==> config.mk <==
export PLATFORM = sky130hd
export DESIGN_NAME = stream_replay_buf
export DESIGN_NICKNAME = d
export VERILOG_FILES = /design/src/rtl/rpl_pkg.sv /design/src/rtl/rpl_step.sv /design/src/rtl/rpl_store.sv /design/src/rtl/stream_replay_buf.sv
export SDC_FILE = /design/constraint.sdc
export NUM_CORES = 1
export LEC_CHECK = 0
export CORE_UTILIZATION = 50
export CTS_CLUSTER_DIAMETER = 200
export DETAILED_ROUTE_END_ITERATION = 8
export MAX_ROUTING_LAYER = met4
export PLACE_DENSITY = 0.65
export SKIP_LAST_GASP = 1
export SLEW_MARGIN = 20
export SYNTH_ARGS = -nofsm -noshare
export SYNTH_HDL_FRONTEND = slang
export SYNTH_SLANG_ARGS = --single-unit
==> constraint.sdc <==
create_clock -name clk -period 4.4 [get_ports clk]
set_clock_uncertainty 0.05 [all_clocks]
set_input_delay 1.32 -clock clk [delete_from_list [all_inputs] [get_ports clk]]
set_output_delay 1.32 -clock clk [all_outputs]
set_load 0.005 [all_outputs]
==> src/rtl/rpl_pkg.sv <==
package rpl_pkg;
    // Where the current frame stands with respect to rewinding
    typedef enum logic [1:0] {
        PH_HOLD  = 2'd0,  // frame start pinned, rewind allowed
        PH_ENDED = 2'd1,  // last word read, still rewindable
        PH_PASS  = 2'd2   // committed, slots freed as words are read
    } phase_t;
endpackage

==> src/rtl/rpl_step.sv <==
module rpl_step #(
    parameter int DEPTH = 57,
    parameter int AW    = 6
) (
    input  logic [AW-1:0] cur,
    output logic [AW-1:0] nxt
);
    always_comb begin
        if (cur == AW'(DEPTH - 1)) nxt = '0;
        else                       nxt = cur + AW'(1);
    end
endmodule

==> src/rtl/rpl_store.sv <==
module rpl_store #(
    parameter int W     = 10,
    parameter int DEPTH = 57,
    parameter int AW    = 6
) (
    input  logic          clk,
    input  logic          we,
    input  logic [AW-1:0] waddr,
    input  logic [W-1:0]  wdata,
    input  logic [AW-1:0] raddr,
    output logic [W-1:0]  rdata
);
    logic [W-1:0] mem_q [DEPTH];

    always_ff @(posedge clk) begin
        if (we) mem_q[waddr] <= wdata;
    end

    assign rdata = mem_q[raddr];
endmodule

==> src/rtl/stream_replay_buf.sv <==
module stream_replay_buf #(
    parameter int DATA_W = 9,
    parameter int DEPTH  = 57
) (
    input  logic              clk,
    input  logic              rst_n,
    input  logic [DATA_W-1:0] in_data,
    input  logic              in_last,
    input  logic              in_valid,
    output logic              in_ready,
    output logic [DATA_W-1:0] out_data,
    output logic              out_last,
    output logic              out_valid,
    input  logic              out_ready,
    input  logic              rewind,
    input  logic              commit
);
    import rpl_pkg::*;

    localparam int AW = (DEPTH > 1) ? $clog2(DEPTH) : 1;
    localparam int CW = $clog2(DEPTH + 1);
    localparam int EW = DATA_W + 1;

    typedef struct packed {
        logic [AW-1:0] head;   // first word still held (rewind point)
        logic [AW-1:0] rd;     // next word to deliver
        logic [AW-1:0] wr;     // next free slot
        logic [CW-1:0] held;   // words from head to wr
        logic [CW-1:0] pend;   // words from rd to wr
        phase_t        ph;
    } ctl_t;

    ctl_t ctl_d, ctl_q;

    logic [AW-1:0] rd_inc, wr_inc;
    logic [EW-1:0] rd_word;
    logic          push, pop, pop_last, release_now;

    rpl_step #(.DEPTH(DEPTH), .AW(AW)) u_rd_step (.cur(ctl_q.rd), .nxt(rd_inc));
    rpl_step #(.DEPTH(DEPTH), .AW(AW)) u_wr_step (.cur(ctl_q.wr), .nxt(wr_inc));

    rpl_store #(.W(EW), .DEPTH(DEPTH), .AW(AW)) u_store (
        .clk   (clk),
        .we    (push),
        .waddr (ctl_q.wr),
        .wdata ({in_last, in_data}),
        .raddr (ctl_q.rd),
        .rdata (rd_word)
    );

    assign in_ready  = (ctl_q.held != CW'(DEPTH));
    assign out_valid = (ctl_q.pend != '0);
    assign out_data  = rd_word[DATA_W-1:0];
    assign out_last  = rd_word[DATA_W];

    assign push     = in_valid && in_ready;
    assign pop      = out_valid && out_ready && !rewind;
    assign pop_last = pop && out_last;

    always_comb begin
        ctl_d       = ctl_q;
        release_now = commit || (ctl_q.ph == PH_PASS);

        if (push) ctl_d.wr = wr_inc;

        if (rewind) begin
            ctl_d.rd   = ctl_q.head;
            ctl_d.pend = ctl_q.held + CW'(push);
        end else begin
            if (pop) ctl_d.rd = rd_inc;
            ctl_d.pend = ctl_q.pend - CW'(pop) + CW'(push);
        end

        unique case (ctl_q.ph)
            PH_HOLD: begin
                if (commit)        ctl_d.ph = pop_last ? PH_HOLD : PH_PASS;
                else if (pop_last) ctl_d.ph = PH_ENDED;
            end
            PH_ENDED: begin
                if (rewind || commit) ctl_d.ph = PH_HOLD;
            end
            PH_PASS: begin
                if (pop_last) ctl_d.ph = PH_HOLD;
            end
            default: ctl_d.ph = PH_HOLD;
        endcase

        if (release_now) begin
            ctl_d.head = ctl_d.rd;
            ctl_d.held = ctl_d.pend;
        end else begin
            ctl_d.held = ctl_q.held + CW'(push);
        end
    end

    always_ff @(posedge clk) begin
        if (!rst_n) begin
            ctl_q <= '{head: '0, rd: '0, wr: '0, held: '0, pend: '0, ph: PH_HOLD};
        end else begin
            ctl_q <= ctl_d;
        end
    end

    // counters stay inside the ring
    p_held_bound_r3: assert property (@(posedge clk) disable iff (!rst_n)
        (ctl_q.held <= CW'(DEPTH)) && (ctl_q.pend <= ctl_q.held));

    // a full, uncommitted ring stays blocked
    p_full_blocks_r3: assert property (@(posedge clk) disable iff (!rst_n)
        (!in_ready && ctl_q.ph != PH_PASS && !commit) |=> !in_ready);

    // rewinding a non-empty frame presents a word
    p_rewind_valid_r4: assert property (@(posedge clk) disable iff (!rst_n)
        (rewind && ctl_q.held != '0) |=> out_valid);

    // after a commit nothing remains held behind the read point
    p_commit_frees_r6: assert property (@(posedge clk) disable iff (!rst_n)
        commit |=> (ctl_q.held == ctl_q.pend));

    // an empty ring with no input and no rewind stays invalid
    p_empty_idle_r8: assert property (@(posedge clk) disable iff (!rst_n)
        (!out_valid && !in_valid && !rewind) |=> !out_valid);

    // pulses are exclusive
    p_pulse_excl_r9: assert property (@(posedge clk) disable iff (!rst_n)
        !(rewind && commit));

    // stalled output holds
    p_stall_stable_r10: assert property (@(posedge clk) disable iff (!rst_n)
        (out_valid && !out_ready && !rewind) |=>
            (out_valid && $stable(out_data) && $stable(out_last)));
endmodule

==> results.cfg, run 1 <==
[logic_synthesis]
ys_warn_count = 0
syn_avg_cell_area_sq_um = 20.44
syn-cell-area_sq_um = 23850
synth_edf_count = 570
synth_top_flop_cell = edfxtp_1
syn_nets = 1198
seq_area_frac_synth_pct = 74.46
netlist_instances = 1167
synth.distinct_cells = 57
synthArstFlopShare_pct = 0
synth-seq-cells = 602

[finish]
final_area_sq_um = 28110
multiInputGateArea_sq_um = 5714
final_cell_mix = edfxtp_1 (570), mux4_2 (157), buf_4 (117)
seqCellArea_sq_um = 17770
final_layout_size_suffix_gt1_share_pct = 31.75
final_nets = 1371
fillers = 3300
n_antenna_cell = 0
final_cells = 1999
layout_commonest_cell = edfxtp_1
fin_util_pct = 60.13
area_growth_pct = 17.88

[critical_path]
cp-end-kind = primary output
critPathKind = reg -> out
worstSetupPathDepth = 8
start_kind = flip-flop
worstPathMaxFanout = 9
worstPathRequired_ns = 3.03
critical_path.max_stage_delay_ns = 0.56
cp-startpoint = u_rd_step.cur[0]
crit_chain = buf_4 > buf_12 > mux4_2 > mux4_2 > a22oi_2 > buf_4 > o211ai_1 > buf_2
critPathCapture = out_data[5]
path_buf_inv = 4
r2r-end = ctl_q[12]
r2r_slack_ns = 1.25
reg2reg_from = ctl_q[4]
critical_path_arrival_ns = 3.16
cpMaxStageDelayCell = mux4_2
worstRegToRegCells = 17
crit_family = multiplexers

[power]
p_leak_nw = 9.102
total_power_mw = 12.97
vdd_drop_max_mv = 0.4376
powerDensity_nw_per_um2 = 461.2

[route]
wire_per_inst_microns = 27.02
via_per_inst = 5.936
drt_iter0_drc = 1224
ant_nets = 0
wirelength_microns = 54010
route.vias.total = 11866
dr.pass1.iters = 7
drc = 3

[clock_network]
clkLatencyLatePin_ns = 0.64
tritoncts = built
clk_pin_slew_worst_paths_ns = 0.06
htree_levels = 2
hold_buffers = 0
clock_sink_count = 602
clockBufferDepth = 3
root_buffer = clkbuf_16
cts_buffers = 61

[placed_design]
place_area_sq_um = 25430
hpwl_microns = 32520
gp_congestion = 0.8764
numPortBuffers = 27
dp.cells = 1848

[timing]
rsz0062_at_grt = yes
slew_viol_final = 0
max_freq_mhz = 220.7
setup-violations-final = 9
finalHoldViolCount = 0
tightestPinTransition_ns = 1.101
finalCritPeriodShare_pct = 103.0
min_period_ns = 4.531
whs_ns = 0.4451
worst_slack_ns = -0.1306
slew_headroom_pct = 26.63

[outcome]
status = finished, violations left
violations = design-rule violations, negative setup slack

[die]
core_sq_um = 46750
start_util_pct = 51.01
rows = 79
dieHeight_microns = 220.4
die_x_microns = 220.4
die-area_sq_um = 48580
io_pins = 28

[global_routing]
grt_pass1_wl_microns = 78780
globalRouteTotalUtil_pct = 23.68
grt_pass1_vias = 11830
antenna_found_initial = 0
grt_overflow = 0
grt_max_degree = 58

[job]
cap_violations = 0

[hold_path]
hp-class = reg -> reg
[worst min-delay path by stage]
| stage | startpoint | end | slack (ns) | cells after the start |
|---|---|---|---|---|
| after floorplan | ctl_q[0] | ctl_q[0] | 0.40 | 2 |
| after global placement | ctl_q[0] | ctl_q[0] | 0.41 | 2 |
| after detailed placement | ctl_q[0] | ctl_q[0] | 0.42 | 2 |
| after CTS | ctl_q[0] | ctl_q[0] | 0.43 | 2 |
| after global routing | ctl_q[0] | ctl_q[0] | 0.45 | 2 |
| final | ctl_q[0] | ctl_q[0] | 0.45 | 2 |
[where the power goes]
part	internal, mW	switching, mW
logic	0.574	0.573
registers	6.31	0.0326
clock network	3.27	2.21
total	10.2	2.81
[final cells by class]
class | count | area share [%]
clock inverter | 42 | 2.038
tap | 607 | 2.701
clock buffer | 73 | 5.590
sequential | 602 | 63.19
multi-input combinational | 479 | 20.33
timing repair buffer | 174 | 5.857
inverter | 22 | 0.2937
[logic make-up after synthesis]
family,share of synthesized area (%)
simple gates,3.620
buf+inv,1.952
flops,74.46
xor+xnor,0.6243
fa+ha+maj,0.8184
compound gates,2.266
mux,16.26
[worst min-delay path, cell delays in order (launching register included)]
cell and delay, ns:
dfxtp_1 0.33, nand4_1 0.07, o21ai_1 0.06
[through the flow]
stage	worst slack, ns	setup TNS, ns
2_1_floorplan	0.8862	0
3_5_place_dp	0.1375	0
5_1_grt	-0.1987	-1.537
4_1_cts	-0.1558	-0.9562
6_report	-0.1306	-0.7649
3_3_place_gp	0.1953	0
[state kept, by name, summed over array words and instances, names as in the netlist]
register and cells:
u_rd_step.cur 6, u_store.mem_q 570, ctl_q 26
[layer usage]
layer	vias to the layer above	track usage [%]	part of all wire (%)
met2	435	35.77	48
li1	5105	-	-
met3	73	5.333	7.1
met5	-	-	0
met4	0	5.517	1.8
met1	6253	33.09	43
[repair_timing]
item / 4_1_cts / 5_1_grt
pin swaps: 16 / 7
gates cloned: 4 / 1
resized for setup: 83 / 5
buffers inserted: 34 / 0
endpoints found under the setup margin: 10 / 10
[Yosys cell counts (5+ instances only)]
cell type  number  area (sq um)
and2_1          7         43.79
nor2b_1        17         106.4
a21oi_1        18         90.09
nand3_1        11         55.05
buf_4           7         52.55
ha_1           14         175.2
mux2i_1        20         200.2
mux4_1          5         131.4
a22oi_1        11         82.58
edfxtp_1      570         17120
buf_2          16         80.08
xnor2_1        10         87.58
buf_6           8         90.09
buf_1          11         41.29
xor2_1          7         61.31
clkbuf_1       19         71.32
inv_1          22         82.58
o211a_1         9         90.09
nand2_1        43         161.4
dfxtp_1        32         640.6
o211ai_1       11         82.58
mux4_2        157          3536
o21ai_0         6         30.03
nor2_1         89         334.1
Power figures use the tool's default switching activity.
==> run 2: changes to the inputs <==
clock period = 5.82 ns   (was 4.4 ns; I/O delays follow)
==> results.cfg, run 2 (same netlist as run 1, synthesis figures left out) <==
[outcome]
status = finished, violations left
violations = design-rule violations

[finish]
final_nets = 1293
largest_reg_flops = 570
final_cell_mix = edfxtp_1 (570), mux4_2 (157), nor2_1 (86)
largest_register = u_store.mem_q
multiInputGateArea_sq_um = 5634
final_cells = 1915
area_growth_pct = 13.64
final_layout_size_suffix_gt1_share_pct = 25.71
layout_commonest_cell = edfxtp_1
seqCellArea_sq_um = 17770
fillers = 3392

[global_routing]
grt_pass1_wl_microns = 76730
globalRouteTotalUtil_pct = 22.98
grt_max_degree = 58
grt_overflow = 0
grt_pass1_vias = 11521
antenna_found_initial = 3

[critical_path]
worstPathRequired_ns = 4.02
reg2reg_from = ctl_q[4]
cp-end-kind = primary output
critical_path_arrival_ns = 3.76
worstPathMaxFanout = 25
start_kind = flip-flop
critPathKind = reg -> out
r2r-end = ctl_q[12]
r2r_slack_ns = 2.31
worstRegToRegCells = 16

[power]
vdd_drop_max_mv = 0.2801
power_frac_seq_pct = 50.9
combPwrFrac_pct = 7.7
switchingPower_mw = 2.001
powerDensity_nw_per_um2 = 348.2
internal-power_mw = 7.435
pwr-share-clk_pct = 41.4
p_sw_share_pct = 21.20
p_leak_nw = 8.553

[timing]
worst_slack_ns = 0.2600
max_freq_mhz = 179.9
finalHoldViolCount = 0
slew_viol_final = 0
slew_headroom_pct = 26.68
min_period_ns = 5.560
setup-violations-final = 0
rsz0062_at_grt = no
finalCritPeriodShare_pct = 95.53
tightestPinTransition_ns = 1.096
tns_ns = 0

[clock_network]
clockBufferDepth = 3
clk_pin_slew_worst_paths_ns = 0.06
hold_buffers = 0
ctsResizeCount = 0
clock_sink_count = 602
tritoncts = built
root_buffer = clkbuf_16
clkLatencyLatePin_ns = 0.62
cts_buffers = 60
cts_post_setup_buffers_inserted = 0
htree_levels = 2

[hold_path]
hold_depth = 2
holdCritStartpoint = ctl_q[0]
holdPathEnd = ctl_q[0]
hp-class = reg -> reg

[route]
top_layer_used = met4
wirelength_microns = 52260
drt_iter0_drc = 1255
met3WireLength_microns = 3151
via_per_inst = 5.981
wire_per_inst_microns = 27.29
wl_met2_microns = 25320
dr.pass1.iters = 9
route.vias.total = 11454
drc = 3
ant_nets = 0
drt-met1-wl_microns = 22900

[die]
dieHeight_microns = 220.4
io_pins = 28
die-area_sq_um = 48580
die_x_microns = 220.4
start_util_pct = 51.01
rows = 79
core_sq_um = 46750

[placed_design]
dp.cells = 1805
place_ws_ns = 0.8835
numPortBuffers = 27
hpwl_microns = 32000
gp_congestion = 0.8374

[job]
cap_violations = 0
run 2: cell count changes in the layout (fill, tap and decap cells not counted), moves of 5 or more:
cell / delta
buf_4: -52
buf_6: -12
clkdlybuf4s50_1: +10
buf_12: -8
buf_2: -8
a22oi_1: +5
a22oi_2: -5
run 2: per-stage QoR:
stage,util [%],hold WS (ns),power [mW],area [sq um]
2_1_floorplan,-,0.4031,5.364,23850
3_3_place_gp,53.58,0.4165,5.619,25050
3_5_place_dp,53.58,0.4396,5.631,25050
4_1_cts,57.84,0.4544,9.507,27040
5_1_grt,57.97,0.4767,9.704,27100
6_report,57.97,0.4484,9.435,27100
run 2: power by group through the flow:
stage	clock, mW	combinational (mW)	sequential [mW]
2_1_floorplan	0	0.488	4.88
3_3_place_gp	0	0.726	4.89
3_5_place_dp	0	0.735	4.90
4_1_cts	3.97	0.738	4.80
5_1_grt	4.11	0.787	4.81
6_report	3.90	0.729	4.80
run 2: how the worst max path moves through the flow:
stage                           startpoint           to  slack (ns)
after detailed placement  u_rd_step.cur[0]  out_data[6]        0.88
after global routing      u_rd_step.cur[0]  out_data[8]        0.12
final                     u_rd_step.cur[0]  out_data[3]        0.26
after CTS                 u_rd_step.cur[0]  out_data[6]        0.23
after global placement    u_rd_step.cur[0]  out_data[6]        0.93
after floorplan           u_rd_step.cur[1]  out_data[1]        1.88
run 2: final cells by class:
cell class	instances	share of cell area (%)
multi-input cells	479	20.79
clock buffers	70	5.679
inverters	22	0.3047
diodes	1	0.009234
well taps	607	2.802
repair buffers	97	3.204
flip-flops and latches	602	65.55
clock inverters	37	1.657
run 2: critical path, cell delays in order (launching register included):
cell and delay (ns):
dfxtp_4 0.53, buf_12 0.26, mux4_2 0.57, mux4_2 0.55
a22oi_1 0.41, o211ai_1 0.24, clkdlybuf4s50_1 0.51
run 2: layer usage:
layer | track usage (%) | up-vias
met5 | - | -
met4 | 6.000 | 0
met3 | 3.065 | 59
met2 | 35.78 | 375
met1 | 32.32 | 6064
li1 | - | 4956
